===== src/rtl/irq_pkg.sv =====
package irq_pkg;
   typedef logic [2:0] lvl_t;
   localparam lvl_t LVL_OFF  = 3'd0;
   localparam lvl_t LVL_NMI  = 3'd7;
   localparam lvl_t MASK_RST = 3'd7;
endpackage


===== src/rtl/irq_pend_bank.sv =====
module irq_pend_bank #(
   parameter int N = 37
) (
   input  logic         clk,
   input  logic         rst_n,
   input  logic [N-1:0] req_i,
   input  logic [N-1:0] clr_i,
   output logic [N-1:0] pend_o
);
   logic [N-1:0] req_q, pend_q, rise;

   assign rise   = req_i & ~req_q;
   assign pend_o = pend_q;

   always_ff @(posedge clk or negedge rst_n) begin
      if (!rst_n) begin
         req_q  <= '0;
         pend_q <= '0;
      end else begin
         req_q  <= req_i;
         pend_q <= (pend_q & ~clr_i) | rise;
      end
   end

   // at most one source cleared per acknowledge
   p_clr_onehot_r9: assert property (@(posedge clk) disable iff (!rst_n)
      $onehot0(clr_i));
   // a cleared source without a new edge is no longer pending
   p_clear_takes_r9: assert property (@(posedge clk) disable iff (!rst_n)
      (|(clr_i & ~rise)) |=> ((pend_q & $past(clr_i & ~rise)) == '0));
   // a rising edge always leaves the source pending
   p_edge_sets_r2: assert property (@(posedge clk) disable iff (!rst_n)
      (|rise) |=> ((pend_q & $past(rise)) == $past(rise)));
endmodule


===== src/rtl/irq_level_regs.sv =====
module irq_level_regs
   import irq_pkg::*;
#(
   parameter int N     = 37,
   parameter int N_NMI = 9,
   parameter int IDX_W = 6
) (
   input  logic             clk,
   input  logic             rst_n,
   input  logic             we_i,
   input  logic [IDX_W-1:0] addr_i,
   input  lvl_t             data_i,
   output lvl_t [N-1:0]     lvl_o
);
   logic wr_ok;
   assign wr_ok = we_i && (data_i != LVL_NMI);

   for (genvar i = 0; i < N; i++) begin : g_src
      if (i < N_NMI) begin : g_fixed
         assign lvl_o[i] = LVL_NMI;
      end else begin : g_prog
         lvl_t lvl_q;
         always_ff @(posedge clk or negedge rst_n) begin
            if (!rst_n)
               lvl_q <= LVL_OFF;
            else if (wr_ok && (addr_i == IDX_W'(i)))
               lvl_q <= data_i;
         end
         assign lvl_o[i] = lvl_q;
         // a maskable source never reaches the fixed top level
         p_no_top_r4: assert property (@(posedge clk) disable iff (!rst_n)
            lvl_q != LVL_NMI);
      end
   end
endmodule


===== src/rtl/irq_arbiter.sv =====
module irq_arbiter
   import irq_pkg::*;
#(
   parameter int N     = 37,
   parameter int IDX_W = 6
) (
   input  logic             clk,
   input  logic             rst_n,
   input  logic [N-1:0]     pend_i,
   input  lvl_t [N-1:0]     lvl_i,
   output logic             win_valid_o,
   output logic [IDX_W-1:0] win_idx_o,
   output lvl_t             win_lvl_o
);
   always_comb begin
      win_valid_o = 1'b0;
      win_idx_o   = '0;
      win_lvl_o   = LVL_OFF;
      // scan from the top so that ties settle on the lowest index
      for (int i = N - 1; i >= 0; i--) begin
         if (pend_i[i] && (lvl_i[i] != LVL_OFF) &&
             (!win_valid_o || (lvl_i[i] >= win_lvl_o))) begin
            win_valid_o = 1'b1;
            win_idx_o   = IDX_W'(unsigned'(i));
            win_lvl_o   = lvl_i[i];
         end
      end
   end

   // the winner is a pending source
   p_win_pending_r7: assert property (@(posedge clk) disable iff (!rst_n)
      win_valid_o |-> pend_i[win_idx_o]);
   // a parked source never wins
   p_win_not_off_r5: assert property (@(posedge clk) disable iff (!rst_n)
      win_valid_o |-> (lvl_i[win_idx_o] != LVL_OFF));
endmodule


===== src/rtl/irq_prio_ctrl.sv =====
module irq_prio_ctrl
   import irq_pkg::*;
#(
   parameter int N_SRC    = 37,
   parameter int N_NMI    = 9,
   parameter int VEC_W    = 8,
   parameter int VEC_BASE = 16,
   parameter int IDX_W    = $clog2(N_SRC)
) (
   input  logic             clk,
   input  logic             rst_n,
   input  logic [N_SRC-1:0] req_i,
   input  logic             lvl_we_i,
   input  logic [IDX_W-1:0] lvl_addr_i,
   input  logic [2:0]       lvl_data_i,
   input  logic             mask_we_i,
   input  logic [2:0]       mask_val_i,
   input  logic             ack_i,
   output logic             irq_o,
   output logic [VEC_W-1:0] irq_vec_o,
   output logic [2:0]       irq_lvl_o,
   output logic [2:0]       mask_o
);
   localparam int VEC_TOP = VEC_BASE + N_SRC - 1;

   if (N_SRC < 2) begin : g_chk_src
      $error("irq_prio_ctrl: N_SRC must be at least 2");
   end
   if (N_NMI > N_SRC || N_NMI < 0) begin : g_chk_nmi
      $error("irq_prio_ctrl: N_NMI out of range");
   end
   if (VEC_TOP >= (1 << VEC_W)) begin : g_chk_vec
      $error("irq_prio_ctrl: vectors do not fit VEC_W");
   end

   logic [N_SRC-1:0] pend, clr, nmi_sel;
   lvl_t [N_SRC-1:0] lvl;
   logic             win_valid;
   logic [IDX_W-1:0] win_idx;
   lvl_t             win_lvl;
   lvl_t             mask_q;

   irq_pend_bank #(.N(N_SRC)) u_pend (
      .clk(clk), .rst_n(rst_n), .req_i(req_i), .clr_i(clr), .pend_o(pend)
   );

   irq_level_regs #(.N(N_SRC), .N_NMI(N_NMI), .IDX_W(IDX_W)) u_lvl (
      .clk(clk), .rst_n(rst_n), .we_i(lvl_we_i), .addr_i(lvl_addr_i),
      .data_i(lvl_data_i), .lvl_o(lvl)
   );

   irq_arbiter #(.N(N_SRC), .IDX_W(IDX_W)) u_arb (
      .clk(clk), .rst_n(rst_n), .pend_i(pend), .lvl_i(lvl),
      .win_valid_o(win_valid), .win_idx_o(win_idx), .win_lvl_o(win_lvl)
   );

   always_ff @(posedge clk or negedge rst_n) begin
      if (!rst_n)         mask_q <= MASK_RST;
      else if (mask_we_i) mask_q <= mask_val_i;
   end

   assign irq_o     = win_valid && (win_lvl >= mask_q);
   assign irq_vec_o = irq_o ? VEC_W'(VEC_BASE) + VEC_W'(win_idx) : '0;
   assign irq_lvl_o = irq_o ? win_lvl : LVL_OFF;
   assign mask_o    = mask_q;

   always_comb begin
      clr = '0;
      if (ack_i && irq_o) clr[win_idx] = 1'b1;
   end

   always_comb begin
      nmi_sel = '0;
      for (int i = 0; i < N_NMI; i++) nmi_sel[i] = 1'b1;
   end

   // a mask load is visible on the next cycle
   p_mask_load_r6: assert property (@(posedge clk) disable iff (!rst_n)
      mask_we_i |=> (mask_o == $past(mask_val_i)));
   // a pending non-maskable source is always accepted at level 7
   p_nmi_pass_r3: assert property (@(posedge clk) disable iff (!rst_n)
      (|(pend & nmi_sel)) |-> (irq_o && irq_lvl_o == LVL_NMI));
   // an accepted request never sits below the mask
   p_above_mask_r8: assert property (@(posedge clk) disable iff (!rst_n)
      irq_o |-> (irq_lvl_o >= mask_o && irq_lvl_o != LVL_OFF));
endmodule


===== config.mk =====
export PLATFORM = sky130hd
export DESIGN_NAME = irq_prio_ctrl
export DESIGN_NICKNAME = d
export VERILOG_FILES = /design/src/rtl/irq_pkg.sv /design/src/rtl/irq_pend_bank.sv /design/src/rtl/irq_level_regs.sv /design/src/rtl/irq_arbiter.sv /design/src/rtl/irq_prio_ctrl.sv
export SDC_FILE = /design/constraint.sdc
export NUM_CORES = 1
export LEC_CHECK = 0
export BUFFER_PORTS_ARGS = -buffer_cell sky130_fd_sc_hd__buf_2
export CORE_UTILIZATION = 53
export DETAILED_ROUTE_END_ITERATION = 10
export PLACE_DENSITY = 0.79
export SLEW_MARGIN = 20
export SYNTH_ARGS = -nofsm -noshare
export SYNTH_HDL_FRONTEND = slang
export SYNTH_SLANG_ARGS = --single-unit
export TNS_END_PERCENT = 20

===== constraint.sdc =====
create_clock -name clk -period 52.1 [get_ports clk]
set_input_delay 10.42 -clock clk [delete_from_list [all_inputs] [get_ports clk]]
set_output_delay 10.42 -clock clk [all_outputs]
set_load 0.005 [all_outputs]

==> load_flow_metrics.sql <==
INSERT INTO impl_metrics (metric_group, metric, value, unit) VALUES
('outcome', 'run_status', 'finished clean', ''),
('routing', 'totalWireLength', '32400', 'µm'),
('clocking', 'cts_hold_buf', '0', ''),
('synth', 'synth_nets', '1365', ''),
('floorplan', 'std_cell_rows', '52', ''),
('timing', 'final.setup.tns', '0', 'ns'),
('final_layout', 'mostFrequentLayoutCells', 'sky130_fd_sc_hd__dfrtp_1, sky130_fd_sc_hd__nand2_1, sky130_fd_sc_hd__inv_1', ''),
('final_layout', 'post_route_cells_drive_above_1_share', '0.195', ''),
('timing', 'finalHoldViolations', '0', ''),
('synth', 'netlist_top_cells_area', 'sky130_fd_sc_hd__dfrtp_1, sky130_fd_sc_hd__ha_1, sky130_fd_sc_hd__mux2_2, sky130_fd_sc_hd__nand2_1, sky130_fd_sc_hd__o21ai_0', ''),
('clocking', 'cts_num_sinks', '161', ''),
('critical_path', 'cp_common_cell', 'sky130_fd_sc_hd__ha_1', ''),
('final_layout', 'layout_commonest_cell', 'sky130_fd_sc_hd__dfrtp_1', ''),
('critical_path', 'timing.setup.critical_path_class', 'reg -> out', ''),
('routing', 'remaining_drc_errors', '0', ''),
('routing', 'via_per_inst', '6.45', ''),
('clocking', 'tritoncts', 'done', ''),
('global_route', 'initial_antenna_violation_count', '1', ''),
('clocking', 'cts.clk_slew.worst_paths', '0.07', 'ns'),
('synth', 'yosysWarnings', '0', ''),
('timing', 'worstMarginPinSlew', '1.06', 'ns'),
('timing', 'final_min_period_over_clock_period', '0.958', ''),
('critical_path', 'slowest_delay', '0.45', 'ns'),
('timing', 'worst_clock_skew', '0.0116', 'ns'),
('critical_path', 'timing.critical_path.slowest_stage_cell', 'sky130_fd_sc_hd__dfrtp_1', ''),
('routing', 'routed-via-count', '10300', ''),
('critical_path', 'critical_path.startpoint_type', 'flop', ''),
('timing', 'whs', '0.440', 'ns'),
('synth', 'synth-seq-area-share', '0.360', ''),
('clocking', 'clk_lat_worst_skew', '0.43', 'ns'),
('critical_path', 'path_max_fanout', '11', ''),
('critical_path', 'arrival', '39.50', 'ns'),
('global_route', 'vias_in_the_first_global_route', '9788', ''),
('placement', 'place_congestion', '0.973', ''),
('timing', 'final_period_minus_worst_setup_slack', '49.92', 'ns'),
('global_route', 'first_pass_grt_wire_length', '50800', 'µm'),
('synth', 'synth.avg_cell_area', '9.02', 'µm²'),
('synth', 'synth_largest_area_cell', 'sky130_fd_sc_hd__dfrtp_1', ''),
('critical_path', 'worst_ep_required_time', '41.68', 'ns'),
('global_route', 'largest_net_degree_at_the_start_of_global_routing', '94', ''),
('synth', 'yosysTopAreaCellShare', '0.353', ''),
('synth', 'synth_cell_types', '94', ''),
('timing', 'clock.fmax', '0.0200', 'GHz'),
('final_layout', 'final_core_util', '0.620', ''),
('timing', 'drv_slew', '0', ''),
('flow_run', 'max_cap_viols', '0', ''),
('placement', 'port_buffers', '67', ''),
('clocking', 'cts_max_path_buffers', '2', ''),
('clocking', 'htree_num_levels', '4', ''),
('synth', 'ys_seq_elements', '161', ''),
('global_route', 'gr-usage-all-layers', '0.298', ''),
('floorplan', 'number_of_placed_i_o_pins', '69', ''),
('global_route', 'overflow', '0', ''),
('synth', 'syn-cell-area', '11200', 'µm²'),
('timing', 'setup_viol', '0', ''),
('routing', 'drt_iter0_drc', '914', ''),
('floorplan', 'die_area', '21700', 'µm²'),
('worst_hold_path', 'worst_hold_path_type', 'reg -> reg', ''),
('final_layout', 'final_net_count', '1440', ''),
('routing', 'detail_route.wl_per_cell', '20.2', 'µm'),
('floorplan', 'die_width', '147', 'µm'),
('timing', 'slew-limit-headroom', '0.285', ''),
('clocking', 'cts_root_buffer', 'sky130_fd_sc_hd__clkbuf_16', ''),
('synth', 'asyncSetResetFlopFracSynth', '1.00', ''),
('floorplan', 'floorplan.core_area', '20500', 'µm²'),
('final_layout', 'antennaDiodeCount', '0', ''),
('routing', 'drtPass1Iterations', '6', ''),
('synth', 'synth-edff-count', '0', ''),
('clocking', 'cts_made_buffers', '17', ''),
('floorplan', 'initial_cell_density_of_the_core', '0.547', ''),
('synth', 'synth_ff_type', 'sky130_fd_sc_hd__dfrtp_1', ''),
('final_layout', 'area_growth_syn_to_layout', '13.3', '%'),
('floorplan', 'die_h', '147', 'µm'),
('placement', 'place_hpwl', '23700', 'µm'),
('critical_path', 'crit_path_end_kind', 'output pin', ''),
('synth', 'postSynthCellCount', '1242', ''),
('routing', 'postRouteAntennaNets', '0', '');
-- final cells by class --
cell class	count	area [µm²]
repair buffers	80	439
flip-flops and latches	161	4030
inverters	100	375
clock buffers	21	470
well taps	270	338
clock inverters	11	116
fillers	1703	7800
multi-input cells	957	6930
-- layer usage --
metal | GRT usage | routed length, µm | up-vias | share of wire
li1 | - | - | 4751 | -
met1 | 0.397 | 13600 | 4993 | 0.42
met2 | 0.471 | 14900 | 486 | 0.46
met3 | 0.0654 | 2670 | 82 | 0.082
met4 | 0.119 | 1170 | 2 | 0.036
met5 | 0 | 14 | - | 0.00043
-- metrics by stage --
| step | setup slack [ns] | std cells | area (µm²) |
|---|---|---|---|
| CTS | 0.00780 | 1590 | 12400 |
| finish | 2.18 | 1600 | 12700 |
| floorplan | 4.64 | 1242 | 11200 |
| detailed placement | 0.421 | 1558 | 11800 |
| global placement | 1.27 | 1558 | 11800 |
| global route | -0.373 | 1600 | 12700 |
-- registers in the layout, summed over array words and instances, names as in the netlist --
name and cells:
u_lvl.g_src.g_prog.lvl_q 84, u_pend.req_q 37, mask_o 3, u_pend.pend_o 37
-- cells by family after synthesis --
| kind of cell | synth area share |
|---|---|
| other cells | 0.000335 |
| compound gates | 0.261 |
| flops | 0.360 |
| simple gates | 0.188 |
| fa+ha+maj | 0.0788 |
| buf+inv | 0.0430 |
| mux | 0.0688 |
-- critical path, delay by kind of cell, from the launching register on --
| kind | cells | cell delay (ns) |
|---|---|---|
| simple gates | 66 | 9.89 |
| mux | 5 | 1.90 |
| buf+inv | 10 | 1.21 |
| fa+ha+maj | 28 | 7.53 |
| flops | 1 | 0.45 |
| compound gates | 89 | 18.03 |
-- synth_stat cells (25+ instances only) --
master and instances:
sky130_fd_sc_hd__a21oi_1 66, sky130_fd_sc_hd__nand2b_1 29, sky130_fd_sc_hd__nand3_1 25, sky130_fd_sc_hd__ha_1 69, sky130_fd_sc_hd__o21ai_0 84, sky130_fd_sc_hd__mux2_2 64
sky130_fd_sc_hd__nor3_1 30, sky130_fd_sc_hd__inv_1 100, sky130_fd_sc_hd__nand2_1 121, sky130_fd_sc_hd__and2_1 27, sky130_fd_sc_hd__nor2b_1 32, sky130_fd_sc_hd__nor2_1 82
sky130_fd_sc_hd__dfrtp_1 158
-- path summary, 6_finish.rpt --
path / startpoint / to / slack (ns) / cells past startpoint
max: u_pend.pend_o[36] / irq_vec_o[1] / 2.18 / 198
min: u_pend.req_q[1] / u_pend.pend_o[1] / 0.44 / 1
max reg2reg: u_pend.pend_o[36] / u_pend.pend_o[26] / 12.19 / 199
min reg2reg: u_pend.req_q[1] / u_pend.pend_o[1] / 0.44 / 1
max in group asynchronous: rst_n / u_lvl.g_src[25].g_prog.lvl_q[0] / 40.61 / 2
min in group asynchronous: rst_n / u_lvl.g_src[17].g_prog.lvl_q[1] / 10.07 / 1
-- what timing repair did --
action	4_1_cts	5_1_grt
setup endpoints to repair	11	11
pin swaps	0	8
gates resized for setup	2	50
setup buffers	0	10
Power is not shown: default switching activity piles up to over one toggle a cycle in this logic, so the estimate is an artifact.
